### config.mk
export PLATFORM = sky130hd
export DESIGN_NAME = spi_chunk_engine
export DESIGN_NICKNAME = d
export VERILOG_FILES = /design/src/rtl/spi_eng_pkg.sv /design/src/rtl/spi_word_shifter.sv /design/src/rtl/spi_chunk_ctrl.sv /design/src/rtl/spi_chunk_engine.sv
export SDC_FILE = /design/constraint.sdc
export NUM_CORES = 1
export LEC_CHECK = 0
export BUFFER_PORTS_ARGS = -buffer_cell sky130_fd_sc_hd__buf_4
export CORE_ASPECT_RATIO = 1.2
export CORE_MARGIN = 3
export CORE_UTILIZATION = 30
export DETAILED_ROUTE_END_ITERATION = 8
export GPL_TIMING_DRIVEN = 0
export SLEW_MARGIN = 40
export SYNTH_ARGS = -nofsm -noshare
export SYNTH_HDL_FRONTEND = slang
export SYNTH_HIERARCHICAL = 1
export SYNTH_SLANG_ARGS = --single-unit
export TNS_END_PERCENT = 50
### constraint.sdc
create_clock -name clk -period 4.9 [get_ports clk]
set_input_delay 0.245 -clock clk [delete_from_list [all_inputs] [get_ports clk]]
set_output_delay 0.245 -clock clk [all_outputs]
set_load 0.02 [all_outputs]
### src/rtl/spi_eng_pkg.sv
package spi_eng_pkg;

  localparam int ADDR_W = 17;
  localparam int CLEN_W = 12;

  typedef enum logic [3:0] {
    S_IDLE, S_CMD, S_GAP, S_BUSY, S_POLL, S_RD, S_RD_OUT,
    S_WR_WAIT, S_WR, S_FILL, S_END
  } eng_state_e;

  // Command word: [30] read, [29] fixed, [28:17] length, [16:0] address.
  function automatic logic [31:0] make_cmd(input logic rd, input logic fx,
                                           input logic [CLEN_W-1:0] clen,
                                           input logic [ADDR_W-1:0] addr);
    return {1'b0, rd, fx, clen, addr};
  endfunction

  function automatic logic [31:0] pick_chunk(input logic [31:0] remaining,
                                             input logic [31:0] cap);
    return (remaining > cap) ? cap : remaining;
  endfunction

  function automatic logic [31:0] words_of(input logic [31:0] bytes);
    return (bytes + 32'd3) >> 2;
  endfunction

endpackage

### src/rtl/spi_word_shifter.sv
// Shifts one 32-bit word out and in, MSB first, SPI mode 0, two clocks per bit.
module spi_word_shifter (
  input  logic        clk,
  input  logic        rst_n,
  input  logic        start,
  input  logic [31:0] tx_word,
  input  logic        miso,
  output logic        done,
  output logic [31:0] rx_word,
  output logic        sclk,
  output logic        mosi
);
  logic [31:0] tx_q, rx_q;
  logic [4:0]  bit_q;
  logic        ph_q, act_q, done_q;

  always_ff @(posedge clk or negedge rst_n) begin
    if (!rst_n) begin
      tx_q   <= '0;
      rx_q   <= '0;
      bit_q  <= '0;
      ph_q   <= 1'b0;
      act_q  <= 1'b0;
      done_q <= 1'b0;
    end else begin
      done_q <= 1'b0;
      if (start && !act_q) begin
        tx_q  <= tx_word;
        act_q <= 1'b1;
        ph_q  <= 1'b0;
        bit_q <= '0;
      end else if (act_q) begin
        if (!ph_q) begin
          ph_q <= 1'b1;                    // sclk rises: sample
          rx_q <= {rx_q[30:0], miso};
        end else begin
          ph_q <= 1'b0;                    // sclk falls: next bit out
          tx_q <= {tx_q[30:0], 1'b0};
          if (bit_q == 5'd31) begin
            act_q  <= 1'b0;
            done_q <= 1'b1;
          end else begin
            bit_q <= bit_q + 5'd1;
          end
        end
      end
    end
  end

  assign sclk    = act_q & ph_q;
  assign mosi    = tx_q[31];
  assign done    = done_q;
  assign rx_word = rx_q;
endmodule

### src/rtl/spi_chunk_ctrl.sv
module spi_chunk_ctrl
  import spi_eng_pkg::*;
#(
  parameter int LEN_W      = 16,
  parameter int MAX_CHUNK  = 4092,
  parameter int BUSY_WORDS = 2,
  parameter int POLL_LIMIT = 1000,
  parameter int POLL_W     = 10,
  parameter int WCNT_W     = 11
) (
  input  logic               clk,
  input  logic               rst_n,
  input  logic               req_valid,
  output logic               req_ready,
  input  logic               req_write,
  input  logic               req_fixed,
  input  logic [ADDR_W-1:0]  req_addr,
  input  logic [LEN_W-1:0]   req_len,
  input  logic               wr_valid,
  output logic               wr_ready,
  input  logic [31:0]        wr_data,
  output logic               rd_valid,
  input  logic               rd_ready,
  output logic [31:0]        rd_data,
  output logic               done,
  output logic               err,
  output logic               cs_n,
  output logic               sh_start,
  output logic [31:0]        sh_tx,
  input  logic               sh_done,
  input  logic [31:0]        sh_rx,
  output logic               cmd_issue,
  output logic [CLEN_W-1:0]  cmd_len,
  output logic               poll_fire,
  output logic [POLL_W-1:0]  poll_cnt
);
  localparam int BCNT_W = (BUSY_WORDS > 1) ? $clog2(BUSY_WORDS) : 1;

  eng_state_e          st_q, gap_nxt_q;
  logic [ADDR_W-1:0]   addr_q, nxt_addr;
  logic [LEN_W-1:0]    rem_q;
  logic                rd_dir_q, fixed_q, err_q, launched_q;
  logic [WCNT_W-1:0]   wleft_q;
  logic [BCNT_W-1:0]   bcnt_q;
  logic [POLL_W-1:0]   pcnt_q;
  logic [31:0]         hold_q;
  logic [CLEN_W-1:0]   clen;
  logic                last_chunk, shifting, last_word;

  assign clen       = CLEN_W'(pick_chunk(32'(rem_q), 32'(MAX_CHUNK)));
  assign last_chunk = (rem_q == LEN_W'(clen));
  assign nxt_addr   = fixed_q ? addr_q : addr_q + ADDR_W'(clen);
  assign last_word  = (wleft_q == WCNT_W'(1));

  always_comb begin
    case (st_q)
      S_CMD, S_BUSY, S_POLL, S_RD, S_WR: shifting = 1'b1;
      default:                           shifting = 1'b0;
    endcase
  end

  always_comb begin
    case (st_q)
      S_CMD, S_BUSY, S_POLL, S_RD, S_RD_OUT, S_WR_WAIT, S_WR: cs_n = 1'b0;
      default:                                                cs_n = 1'b1;
    endcase
  end

  always_comb begin
    case (st_q)
      S_CMD:   sh_tx = make_cmd(rd_dir_q, fixed_q, clen, addr_q);
      S_WR:    sh_tx = hold_q;
      default: sh_tx = '0;
    endcase
  end

  assign sh_start  = shifting && !launched_q;
  assign cmd_issue = sh_start && (st_q == S_CMD);
  assign cmd_len   = clen;
  assign poll_fire = sh_start && (st_q == S_POLL);
  assign poll_cnt  = pcnt_q;
  assign req_ready = (st_q == S_IDLE);
  assign wr_ready  = (st_q == S_WR_WAIT);
  assign rd_valid  = (st_q == S_RD_OUT) || (st_q == S_FILL);
  assign rd_data   = (st_q == S_RD_OUT) ? hold_q : '0;
  assign done      = (st_q == S_END);
  assign err       = (st_q == S_END) && err_q;

  always_ff @(posedge clk or negedge rst_n) begin
    if (!rst_n) begin
      st_q       <= S_IDLE;
      gap_nxt_q  <= S_IDLE;
      addr_q     <= '0;
      rem_q      <= '0;
      rd_dir_q   <= 1'b0;
      fixed_q    <= 1'b0;
      err_q      <= 1'b0;
      launched_q <= 1'b0;
      wleft_q    <= '0;
      bcnt_q     <= '0;
      pcnt_q     <= '0;
      hold_q     <= '0;
    end else begin
      if (sh_start)     launched_q <= 1'b1;
      else if (sh_done) launched_q <= 1'b0;

      case (st_q)
        S_IDLE: if (req_valid) begin
          addr_q   <= req_addr;
          rem_q    <= req_len;
          rd_dir_q <= !req_write;
          fixed_q  <= req_fixed;
          err_q    <= 1'b0;
          st_q     <= (req_len == '0) ? S_END : S_CMD;
        end
        S_CMD: if (sh_done) begin
          wleft_q <= WCNT_W'(words_of(32'(clen)));
          if (rd_dir_q) begin
            bcnt_q    <= '0;
            gap_nxt_q <= S_BUSY;
            st_q      <= S_GAP;
          end else begin
            st_q <= S_WR_WAIT;
          end
        end
        S_GAP: st_q <= gap_nxt_q;
        S_BUSY: if (sh_done) begin
          if (bcnt_q == BCNT_W'(BUSY_WORDS - 1)) begin
            pcnt_q    <= '0;
            gap_nxt_q <= sh_rx[0] ? S_RD : S_POLL;
            st_q      <= S_GAP;
          end else begin
            bcnt_q <= bcnt_q + BCNT_W'(1);
          end
        end
        S_POLL: if (sh_done) begin
          pcnt_q <= pcnt_q + POLL_W'(1);
          if (sh_rx[0]) begin
            gap_nxt_q <= S_RD;
            st_q      <= S_GAP;
          end else if (pcnt_q == POLL_W'(POLL_LIMIT - 1)) begin
            st_q <= S_FILL;
          end else begin
            gap_nxt_q <= S_POLL;
            st_q      <= S_GAP;
          end
        end
        S_RD: if (sh_done) begin
          hold_q <= sh_rx;
          st_q   <= S_RD_OUT;
        end
        S_RD_OUT: if (rd_ready) begin
          wleft_q <= wleft_q - WCNT_W'(1);
          if (!last_word) begin
            st_q <= S_RD;
          end else begin
            rem_q  <= rem_q - LEN_W'(clen);
            addr_q <= nxt_addr;
            if (last_chunk) st_q <= S_END;
            else begin
              gap_nxt_q <= S_CMD;
              st_q      <= S_GAP;
            end
          end
        end
        S_WR_WAIT: if (wr_valid) begin
          hold_q <= wr_data;
          st_q   <= S_WR;
        end
        S_WR: if (sh_done) begin
          wleft_q <= wleft_q - WCNT_W'(1);
          if (!last_word) begin
            st_q <= S_WR_WAIT;
          end else begin
            rem_q  <= rem_q - LEN_W'(clen);
            addr_q <= nxt_addr;
            if (last_chunk) st_q <= S_END;
            else begin
              gap_nxt_q <= S_CMD;
              st_q      <= S_GAP;
            end
          end
        end
        S_FILL: if (rd_ready) begin
          wleft_q <= wleft_q - WCNT_W'(1);
          if (last_word) begin
            err_q <= 1'b1;
            st_q  <= S_END;
          end
        end
        S_END:   st_q <= S_IDLE;
        default: st_q <= S_IDLE;
      endcase
    end
  end
endmodule

### src/rtl/spi_chunk_engine.sv
module spi_chunk_engine
  import spi_eng_pkg::*;
#(
  parameter int LEN_W      = 16,
  parameter int MAX_CHUNK  = 4092,  // multiple of 4, at most 4095
  parameter int BUSY_WORDS = 2,
  parameter int POLL_LIMIT = 1000
) (
  input  logic             clk,
  input  logic             rst_n,
  input  logic             req_valid,
  output logic             req_ready,
  input  logic             req_write,
  input  logic             req_fixed,
  input  logic [16:0]      req_addr,
  input  logic [LEN_W-1:0] req_len,
  input  logic             wr_valid,
  output logic             wr_ready,
  input  logic [31:0]      wr_data,
  output logic             rd_valid,
  input  logic             rd_ready,
  output logic [31:0]      rd_data,
  output logic             done,
  output logic             err,
  output logic             spi_sclk,
  output logic             spi_cs_n,
  output logic             spi_mosi,
  input  logic             spi_miso
);
  localparam int POLL_W = $clog2(POLL_LIMIT + 1);
  localparam int WCNT_W = $clog2(MAX_CHUNK / 4 + 2);

  logic              sh_start, sh_done;
  logic [31:0]       sh_tx, sh_rx;
  logic              cmd_issue, poll_fire;
  logic [CLEN_W-1:0] cmd_len;
  logic [POLL_W-1:0] poll_cnt;

  spi_chunk_ctrl #(
    .LEN_W(LEN_W), .MAX_CHUNK(MAX_CHUNK), .BUSY_WORDS(BUSY_WORDS),
    .POLL_LIMIT(POLL_LIMIT), .POLL_W(POLL_W), .WCNT_W(WCNT_W)
  ) u_ctrl (
    .clk(clk), .rst_n(rst_n),
    .req_valid(req_valid), .req_ready(req_ready), .req_write(req_write),
    .req_fixed(req_fixed), .req_addr(req_addr), .req_len(req_len),
    .wr_valid(wr_valid), .wr_ready(wr_ready), .wr_data(wr_data),
    .rd_valid(rd_valid), .rd_ready(rd_ready), .rd_data(rd_data),
    .done(done), .err(err), .cs_n(spi_cs_n),
    .sh_start(sh_start), .sh_tx(sh_tx), .sh_done(sh_done), .sh_rx(sh_rx),
    .cmd_issue(cmd_issue), .cmd_len(cmd_len),
    .poll_fire(poll_fire), .poll_cnt(poll_cnt)
  );

  spi_word_shifter u_shift (
    .clk(clk), .rst_n(rst_n), .start(sh_start), .tx_word(sh_tx),
    .miso(spi_miso), .done(sh_done), .rx_word(sh_rx),
    .sclk(spi_sclk), .mosi(spi_mosi)
  );
endmodule

==> metrics <==
# rows=73; Fin Setup TNS=0 ns; DRT Pass-1 Iters=5; initial antenna violation count=0; gp weighted congestion=between 0.9 and 1; crit start category=register; Worst Hold Class=input port to register; Worst path slowest cell=nor3_1; VDD IR max=0.284 mV; Die Area=approximately 36000 um^2; Final Hold Viols=0; max incr delay on CP=0.54 ns; HP Start=spi_miso; Final min period=4.22 ns; Final Cycle Share=86.0%; RSZ-0062 raised after global routing=no; Leakage Power=around 5.3 nW; Mean Syn Cell Area=between 9 and 10 um^2; power density cells=roughly 660 nW/um^2; Clock Tree Buf Depth=2; DR DRC count=0; synth-to-layout area growth=20.5%; Worst Hold End=u_shift/rx_word[0]; Worst Setup Path Type=register to register; CTS root buf=clkbuf_16; CP endpoint kind=register; first-pass GRT wire length=50200 um; post-CTS setup buffers=0; area post-placement=approximately 12000 um^2; vias in the first global route=8855; MaxCap Viol Count=0; drt wl/cell=18.6 um; starting density of the core=30.5%; hold depth=2; CTS clk-pin slew, worst paths=roughly 0.070 ns; number of nets with antenna violations after detailed routing=0; Skew-Pair Late Insertion Delay=0.44 ns; CTS tree=yes; Worst Setup SP=u_ctrl/rem_q[12]; Peak Freq=237 MHz; WP data required=~5.2 ns; post-DR vias/cell=5.28; IO Pins=around 110; Reg2Reg Launch Point=u_ctrl/rem_q[12]; crit-path cells=buf_2, or4_1, clkbuf_1, a21oi_1, buf_2, nand2b_1, ha_1, clkbuf_1, nand4_1, nor3_1, nand3_1, o221ai_1, a31oi_4, a311o_1; # clock sinks=170; Max FO, Critical Path=10; RR Endpoint=u_ctrl/addr_q[13]; Mapped Cells=1114; Die X=174 um; All-Layer GR Usage=17.4%; Layout fillers=about 3.4k; HPWL Detailed=24400 um; Multi-input gate area=5430 um^2; Hold Slack=0.0289 ns; core box area=33200 um^2; H-Tree Depth=4; Final nets=1342; Hold-fix buffers, CTS=2; global route overflow=0; outcome=complete, no violations; final wirelength=around 32000 um; port bufs=112; Num CTS Buffers=17; share of cells above drive strength 1=19.5%; Rel. slew slack=47.8%; Pins Over Slew Limit=0; crit-path leading delay family=simple AND/OR/NAND/NOR gates; Diodes inserted=0; largest net degree at the start of global routing=between 70 and 80; design area=12200 um^2; Worst Skew=approximately 0.0096 ns; FF-to-FF setup slack=0.68 ns; Yosys warning count=6; 1st-iter DRT viols=817; Vias=9044; Worst Path Arrival=4.53 ns; Mapped Area=10100 um^2; Buf+Inv Stages, Crit Path=4; worst slew pin tran=0.777 ns; syn_nets=1206; post-cts sizing count=0; endpoints failing setup=0; FF-to-FF path depth=14; FF+latch area=4250 um^2; Die H=about 210 um
-- state kept, by name, summed over array words and instances (netlist names), 3 cells and up --
register,flops
u_shift/bit_q,5
u_ctrl/wleft_q,11
u_ctrl/st_q,4
u_ctrl/gap_nxt_q,3
u_shift/tx_q,32
u_ctrl/hold_q,32
u_ctrl/poll_cnt,10
u_ctrl/addr_q,17
u_ctrl/rem_q,16
u_shift/rx_word,32
-- cell type report --
type                       count  share of cell area (%)
tap                          450                    4.60
clock buffer                  19                    3.62
sequential                   170                    34.8
timing repair buffer         117                    7.59
buffer                        75                    3.21
multi-input combinational    847                    44.4
inverter                      22                   0.696
clock inverter                13                    1.08
-- per-stage QoR --
stage	std cells	setup WS, ns	util, %	power (W)
finish	1713	0.684	36.8	0.00802
global route	1713	0.345	36.8	0.00861
CTS	1713	0.736	36.8	0.00802
detailed placement	1679	0.761	35.0	0.00666
global placement	1676	0.793	34.7	0.00657
floorplan	1114	1.47	-	0.00542
-- placed cells by master, fill, tap and decap left out, types with 5 or more instances in the layout --
master,count
a211oi_1,6
o21ai_0,55
nor2b_1,6
nand4_1,7
o21ai_1,6
and2_1,39
buf_4,116
o21a_1,7
xor2_1,10
inv_6,5
xnor2_1,13
buf_6,8
o31ai_1,5
dfrtp_1,170
clkbuf_1,33
and3_1,11
or3_1,9
inv_1,21
nor2_1,141
o22ai_1,28
a22oi_1,7
mux2i_1,51
nand2_1,93
a21oi_1,82
a31oi_1,15
ha_1,19
buf_2,26
a22o_1,34
a21o_1,8
nand3_1,26
nand2b_1,15
clkbuf_16,17
nor3_1,23
mux2_2,33
nor4_1,10
-- worst register-to-register path: stages, from the launching register on --
cell,delay (ns)
dfrtp_1,0.36
buf_2,0.17
or4_1,0.48
clkbuf_1,0.21
a21oi_1,0.31
buf_2,0.31
nand2b_1,0.21
ha_1,0.32
clkbuf_1,0.23
nand4_1,0.23
nor3_1,0.54
nand3_1,0.15
o221ai_1,0.15
a31oi_4,0.05
a311o_1,0.36
-- metal layers --
layer	global-route usage, %	wire (um)	share of wire, %
met2	28.9	15300	48
met5	0	0	0
met4	6.02	873	2.7
met1	22.9	14200	45
met3	3.09	1530	4.8
-- where the power goes --
group | switching [W] | total, W | internal [W]
combinational | 0.00242 | 0.00414 | 0.00172
sequential | 0.000545 | 0.00255 | 0.00200
clock | 0.000612 | 0.00134 | 0.000726
-- worst max path at each step --
stage	cells after the start	endpoint	slack (ns)
3_5_place_dp	14	u_ctrl/addr_q[13]	0.76
4_1_cts	14	u_ctrl/addr_q[13]	0.74
3_3_place_gp	14	u_ctrl/addr_q[13]	0.79
5_1_grt	14	u_ctrl/addr_q[16]	0.34
6_report	14	u_ctrl/addr_q[13]	0.68
2_1_floorplan	14	u_ctrl/addr_q[13]	1.47
No activity file was read; power rests on OpenSTA's default activity.
